File: src/rtl/i2c_isr_pkg.sv
package i2c_isr_pkg;

   localparam int unsigned ISR_EVT_N    = 7;
   localparam int unsigned ISR_DATA_W   = 16;
   localparam int unsigned ISR_BUSY_POS = 12;

   typedef enum logic [1:0] {
      ISR_A_RAW = 2'd0,
      ISR_A_MSK = 2'd1,
      ISR_A_ENS = 2'd2,
      ISR_A_ENC = 2'd3
   } isr_addr_e;

   // Event bit order
   localparam int unsigned EV_NOACK   = 0;
   localparam int unsigned EV_ARBLOST = 1;
   localparam int unsigned EV_DONE    = 2;
   localparam int unsigned EV_TXRDY   = 3;
   localparam int unsigned EV_TXDRN   = 4;
   localparam int unsigned EV_RXRDY   = 5;
   localparam int unsigned EV_RXDRN   = 6;

endpackage

File: src/rtl/isr_flag_bank.sv
module isr_flag_bank #(
   parameter int unsigned N = 7
) (
   input  logic         clk,
   input  logic         rst_n,
   input  logic [N-1:0] evt,
   input  logic         clr_stb,
   input  logic [N-1:0] clr_mask,
   output logic [N-1:0] flags
);

   generate
      if (N < 1) begin : g_bad_n
         $error("isr_flag_bank: N must be at least 1");
      end
   endgenerate

   for (genvar i = 0; i < N; i++) begin : g_flag
      logic do_clr;
      assign do_clr = clr_stb & clr_mask[i];

      always_ff @(posedge clk) begin
         if (!rst_n)
            flags[i] <= 1'b0;
         else if (evt[i])
            flags[i] <= 1'b1;      // set wins over a same-cycle clear
         else if (do_clr)
            flags[i] <= 1'b0;
      end


      evt_sets_chk: assert property (@(posedge clk) disable iff (!rst_n)
         evt[i] |=> flags[i]);


      w1c_clears_chk: assert property (@(posedge clk) disable iff (!rst_n)
         (clr_stb && clr_mask[i] && !evt[i]) |=> !flags[i]);


      flag_hold_chk: assert property (@(posedge clk) disable iff (!rst_n)
         (!evt[i] && !(clr_stb && clr_mask[i])) |=> $stable(flags[i]));
   end

endmodule

File: src/rtl/isr_enable_reg.sv
module isr_enable_reg #(
   parameter int unsigned N = 7
) (
   input  logic         clk,
   input  logic         rst_n,
   input  logic         set_stb,
   input  logic         clr_stb,
   input  logic [N-1:0] mask,
   output logic [N-1:0] en
);

   logic [N-1:0] en_d;

   always_comb begin
      en_d = en;
      if (set_stb) en_d = en_d | mask;
      if (clr_stb) en_d = en_d & ~mask;
   end

   always_ff @(posedge clk) begin
      if (!rst_n) en <= '0;
      else        en <= en_d;
   end


   en_set_chk: assert property (@(posedge clk) disable iff (!rst_n)
      (set_stb && !clr_stb) |=> ((en & $past(mask)) == $past(mask)));


   en_clr_chk: assert property (@(posedge clk) disable iff (!rst_n)
      (clr_stb && !set_stb) |=> ((en & $past(mask)) == '0));

endmodule

File: src/rtl/isr_irq_gen.sv
module isr_irq_gen #(
   parameter int unsigned N          = 7,
   parameter bit          REGISTERED = 1'b1
) (
   input  logic         clk,
   input  logic         rst_n,
   input  logic [N-1:0] flags,
   input  logic [N-1:0] en,
   output logic         irq
);

   logic req;
   assign req = |(flags & en);

   generate
      if (REGISTERED) begin : g_reg
         logic irq_q;
         always_ff @(posedge clk) begin
            if (!rst_n) irq_q <= 1'b0;
            else        irq_q <= req;
         end
         assign irq = irq_q;


         irq_rise_chk: assert property (@(posedge clk) disable iff (!rst_n)
            req |=> irq);


         irq_fall_chk: assert property (@(posedge clk) disable iff (!rst_n)
            !req |=> !irq);
      end else begin : g_comb
         assign irq = req;
      end
   endgenerate

endmodule

File: src/rtl/i2c_irq_status_regs.sv
module i2c_irq_status_regs
   import i2c_isr_pkg::*;
#(
   parameter int unsigned EVT_N    = ISR_EVT_N,
   parameter int unsigned DATA_W   = ISR_DATA_W,
   parameter int unsigned BUSY_POS = ISR_BUSY_POS,
   parameter bit          IRQ_REG  = 1'b1
) (
   input  logic              clk,
   input  logic              rst_n,
   input  logic [EVT_N-1:0]  evt_i,
   input  logic              bus_busy_i,
   input  logic              reg_wr_i,
   input  logic [1:0]        reg_addr_i,
   input  logic [DATA_W-1:0] reg_wdata_i,
   output logic [DATA_W-1:0] reg_rdata_o,
   output logic              irq_o
);

   generate
      if (EVT_N > DATA_W) begin : g_bad_w
         $error("i2c_irq_status_regs: EVT_N exceeds DATA_W");
      end
      if (BUSY_POS < EVT_N || BUSY_POS >= DATA_W) begin : g_bad_busy
         $error("i2c_irq_status_regs: BUSY_POS overlaps flags or is out of range");
      end
   endgenerate

   isr_addr_e   addr;
   logic        wr_status, wr_set, wr_clr;
   logic [EVT_N-1:0] wmask, flags, en;

   assign addr      = isr_addr_e'(reg_addr_i);
   assign wmask     = reg_wdata_i[EVT_N-1:0];
   assign wr_status = reg_wr_i && (addr == ISR_A_RAW || addr == ISR_A_MSK);
   assign wr_set    = reg_wr_i && (addr == ISR_A_ENS);
   assign wr_clr    = reg_wr_i && (addr == ISR_A_ENC);

   isr_flag_bank #(.N(EVT_N)) u_flags (
      .clk      (clk),
      .rst_n    (rst_n),
      .evt      (evt_i),
      .clr_stb  (wr_status),
      .clr_mask (wmask),
      .flags    (flags)
   );

   isr_enable_reg #(.N(EVT_N)) u_en (
      .clk     (clk),
      .rst_n   (rst_n),
      .set_stb (wr_set),
      .clr_stb (wr_clr),
      .mask    (wmask),
      .en      (en)
   );

   isr_irq_gen #(.N(EVT_N), .REGISTERED(IRQ_REG)) u_irq (
      .clk   (clk),
      .rst_n (rst_n),
      .flags (flags),
      .en    (en),
      .irq   (irq_o)
   );

   always_comb begin
      reg_rdata_o = '0;
      unique case (addr)
         ISR_A_RAW: begin
            reg_rdata_o[EVT_N-1:0] = flags;
            reg_rdata_o[BUSY_POS]  = bus_busy_i;
         end
         ISR_A_MSK: reg_rdata_o[EVT_N-1:0] = flags & en;
         default:   reg_rdata_o[EVT_N-1:0] = en;
      endcase
   end


   set_wins_chk: assert property (@(posedge clk) disable iff (!rst_n)
      (wr_status && (evt_i != '0)) |=> ((flags & $past(evt_i)) == $past(evt_i)));


   msk_busy_zero_chk: assert property (@(posedge clk) disable iff (!rst_n)
      (addr == ISR_A_MSK) |-> !reg_rdata_o[BUSY_POS]);

endmodule

File: config.mk
export PLATFORM = sky130hd
export DESIGN_NAME = i2c_irq_status_regs
export DESIGN_NICKNAME = d
export VERILOG_FILES = /design/src/rtl/i2c_isr_pkg.sv /design/src/rtl/isr_flag_bank.sv /design/src/rtl/isr_enable_reg.sv /design/src/rtl/isr_irq_gen.sv /design/src/rtl/i2c_irq_status_regs.sv
export SDC_FILE = /design/constraint.sdc
export NUM_CORES = 1
export LEC_CHECK = 0
export BUFFER_PORTS_ARGS = -buffer_cell sky130_fd_sc_hd__buf_2
export CORE_MARGIN = 4
export CORE_UTILIZATION = 25
export DETAILED_ROUTE_END_ITERATION = 16
export PLACE_DENSITY_LB_ADDON = 0.1
export RECOVER_POWER = 50
export SKIP_CTS_REPAIR_TIMING = 1
export SYNTH_ARGS = -nofsm -noshare
export SYNTH_HDL_FRONTEND = slang
export SYNTH_SLANG_ARGS = --single-unit
File: constraint.sdc
create_clock -name clk -period 1.26 [get_ports clk]
set_clock_uncertainty 0.1 [all_clocks]
set_input_delay 0.189 -clock clk [delete_from_list [all_inputs] [get_ports clk]]
set_output_delay 0.189 -clock clk [all_outputs]
set_load 0.05 [all_outputs]
* Word level (Yosys, flattened, before mapping)
Cells that the tools add are included.
** Storage, ports and cells
- Bits in registers :: 15
- Word-level logic and storage cells :: 54
- Input port bits :: 29
** Cells by class
- Bitwise gates (word level) :: 11
- Reduce and logical (&&, ||, !) cells :: 13
- Equal/unequal tests :: 3
- Mux-type cells :: 18
** Operators by type and width (count)
- $mux 1 :: 15
- $and 7x7->7 :: 2
- $mux 7 :: 2
- $pmux 7 s2 :: 1
- $reduce_bool 2->1 :: 7
- $and 1x1->1 :: 7
- $not 7->7 :: 1
- $or 7x7->7 :: 1
- $reduce_or 7->1 :: 1
- $eq 2x2->1 const B :: 2
- $logic_and 1x1->1 :: 3
- $eq 2x1->1 const B :: 1
- $logic_not 2->1 :: 1
- $logic_or 1x1->1 :: 1

* Longest topological paths before layout
- Depth in word-level cells :: 6
- Mapped depth :: 4
- Depth with buffers taken out :: 3

* Cells and area by module
Synthesis repeated with hierarchy kept, for this count alone.
** Second synthesis, totals
- Cells, all modules :: 79
- Area total of the unflattened synthesis :: 705.7 µm²
** Modules (own cells, without submodules)
- isr_flag_bank :: area each 245.2 µm², seq. area each 140.1 µm², cells an instance 28, instances 1
- isr_enable_reg :: area each 231.5 µm², seq. area each 140.1 µm², cells an instance 22, instances 1
- i2c_irq_status_regs :: area each 173.9 µm², seq. area each 0.0 µm², cells an instance 23, instances 1
- isr_irq_gen :: area each 55.1 µm², seq. area each 20.0 µm², cells an instance 6, instances 1

* Least setup slack after synthesis
OpenSTA, ideal clock, no wires.
- Path type :: input to output
- Start :: in reg_addr_i[0]
- End :: out reg_rdata_o[0]
- Data required time :: 0.971 ns
- Path buffers :: 1
- Slack :: -0.089 ns
- Data arrival time :: 1.060 ns
- Cell stages on the path :: 3
- Path through :: clkbuf_1 > nor2_2 > o22a_1
** On the way
- Longest elaborated chain between the ends :: 2
** RTL lines
- start, declared :: line i2c_irq_status_regs.sv:14 : input logic [1:0] reg_addr_i,
- $eq 2x1->1 / $logic_not 2->1 (equally long branches) :: line i2c_irq_status_regs.sv:67 : unique case (addr)
- $pmux 7 s2 (*) :: line i2c_irq_status_regs.sv:67
- end, declared :: line i2c_irq_status_regs.sv:16 : output logic [DATA_W-1:0] reg_rdata_o,
Every way passes the cells marked *; elsewhere a longest branch is shown, timed or not.

* Worst setup path in the final report
- Start :: reg u_flags.flags[0]
- End :: out reg_rdata_o[0]
** On the way
- Longest elaborated chain between the ends :: 2
** RTL lines
- start, declared :: line isr_flag_bank.sv:9 : output logic [N-1:0] flags
- start signal, assigned by index :: line isr_flag_bank.sv:24 : flags[i] <= 1'b0;
- start signal, assigned by index :: line isr_flag_bank.sv:26 : flags[i] <= 1'b1;
- start signal, assigned by index :: line isr_flag_bank.sv:28 : flags[i] <= 1'b0;
- $and 7x7->7 :: line i2c_irq_status_regs.sv:72 : ISR_A_MSK: reg_rdata_o[EVT_N-1:0] = flags & en;
- $pmux 7 s2 (*) :: line i2c_irq_status_regs.sv:67
Marks and branches as above.

==> metrics.cfg <==
[floorplanning]
row_count = 19
core-area_sq_mm = 0.00276
fp.dieW_microns = 61.9
start_util_pct = 26.3
io_pins = 46
die_h_microns = 61.9
dieArea_sq_mm = 0.00383

[layout]
diodes = 0
drive_gt1_share_pct = 51.4
layout_common_cells = buf_2 (21), dfxtp_1 (8), conb_1 (8)
area_growth_pct = 38.3
final_common_cell = buf_2
instances_no_fill = 138
final_cell_area_sq_mm = 0.00100
nets = 137

[placement]
place_hpwl_microns = 1420
portBuffers = 28
dp_cells = 134
gp_congestion = 0.729
placed_cell_area_sq_um = 898

[clocking]
path_clk_slew_ps = 90
cts_sinks = 15
clockRootBuffer = clkbuf_4
cts_tree = yes
clk_path_buf_depth = 2
clkLatencyLatePin_ps = 270
cts_buffers = 3
htree_levels = 1

[grt]
grt_max_degree = 13
grt.overflow.total = 0
grt_pass1_vias = 625
grtUsageTotal_pct = 10.5
grt_antenna_before_repair = 0
grt_pass1_wl_microns = 2860

[outcome]
failed_checks = negative setup slack
status = finished, violations left

[worst_setup_path]
r2r_slack_ps = 230
crit_family = flip-flops
arrival_ps = 990
slowest_stage = dfxtp_2
crit_type = reg -> out
required_ps = 970
cp-start-kind = register
cp-end-kind = output pin
crit_chain = o22a_2 -> buf_8
critPathBufInv = 1
slowest_delay_ps = 340
critPathMaxFanout = 3

[logic_synthesis]
synth_top_area_share_pct = 41.4
yosys_register_bits = 15
yosys-top-cells-area = dfxtp_1 (41%), buf_4 (9.3%), o22a_1 (8.4%), a21boi_0 (7.2%), o21a_1 (7.2%)
yosysWarnings = 0
synth_cell_types = 22
yosysSeqAreaShare_pct = 41.4
avgSynthCellArea_sq_um = 9.81
synthCells = 74
synth_area_sq_um = 726
yosys.area.top_type = dfxtp_1

[timing]
fin_ws_ps = -23.3
layout_min_cycle_time_ps = 1280
fmax_ghz = 0.779
hold_violations = 0
setup_viol = 7
fin_tns_setup_ps = -129
min_period_over_period_pct = 102
rsz0062_at_grt = yes
slew_viol_final = 0

[pwr]
p_leak_nw = 0.421
report.power.total_w = 0.00114
powerDensity_mw_per_mm2 = 1130
ir_drop_v = 0.000607

[drt]
wirelength_microns = 1880
firstDrtPassIters = 4
viasPerCell = 4.86
drc_errors = 0
drtIter0Drc = 11
routed-via-count = 671
antenna_left = 0
wl_per_cell_microns = 13.6

[worst_hold_path]
hp-class = in -> reg

[job]
drv_cap = 0

## layer usage
metal | GRT usage, % | routed length, microns
met4 | 4.55 | 12
met3 | 1.86 | 129
met2 | 16.0 | 864
met1 | 14.4 | 870
met5 | 0 | 0
## worst reg2reg max path, cell delays in order (launching register included)
cell	delay, ps
dfxtp_2	330
a222oi_1	350
a31oi_1	130
## kinds of logic (layout without fill, tap and decap cells)
| kind of cell | Yosys count | in the layout | synth area share (%) |
|---|---|---|---|
| and+or+nand+nor | 7 | 7 | 6.21 |
| AOI/OAI and AO/OA | 38 | 38 | 39.3 |
| DFF | 15 | 15 | 41.4 |
| buffers and inverters | 13 | 39 | 12.6 |
| other | 1 | 8 | 0.517 |
## power breakdown
part | leakage [nW] | internal (W) | switching, W
logic | 0.280 | 0.000131 | 0.000208
clock network | 0.0150 | 0.000123 | 0.000148
registers | 0.125 | 0.000507 | 0.0000204
## final timing paths
check                   start  depth (start not counted)                to
min reg2reg        u_en.en[6]                          2        u_en.en[6]
max reg2reg  u_flags.flags[3]                          2         u_irq.irq
min                  evt_i[0]                          2  u_flags.flags[0]
max          u_flags.flags[0]                          2    reg_rdata_o[0]
## stage by stage
step | worst slack (ps) | hold slack [ps] | util [%]
CTS | -97.7 | 2.36 | 33.5
global placement | -8.05 | 297 | 32.6
floorplan | 42.3 | 205 | -
global route | -62.6 | 12.5 | 36.4
finish | -23.3 | 13.5 | 36.4
detailed placement | -33.1 | 301 | 32.6
## Yosys cell counts (all sizes together)
master / instances
nor2: 1
nor2b: 1
a21oi: 7
clkbuf: 1
a21boi: 7
a22oi: 2
inv: 1
a31oi: 1
conb: 1
buf: 11
a311oi: 6
o22a: 7
nand3: 1
or2: 1
dfxtp: 15
nand2: 1
o21a: 7
and2: 2
a222oi: 1
## final cells by class
type | instances | area [sq um]
fillers | 283 | 1750
multi-input cells | 53 | 370
flip-flops and latches | 15 | 309
repair buffers | 34 | 255
well taps | 31 | 38.8
clock buffers | 4 | 26.3
inverters | 1 | 3.75
(Power assumes the default switching activity.)
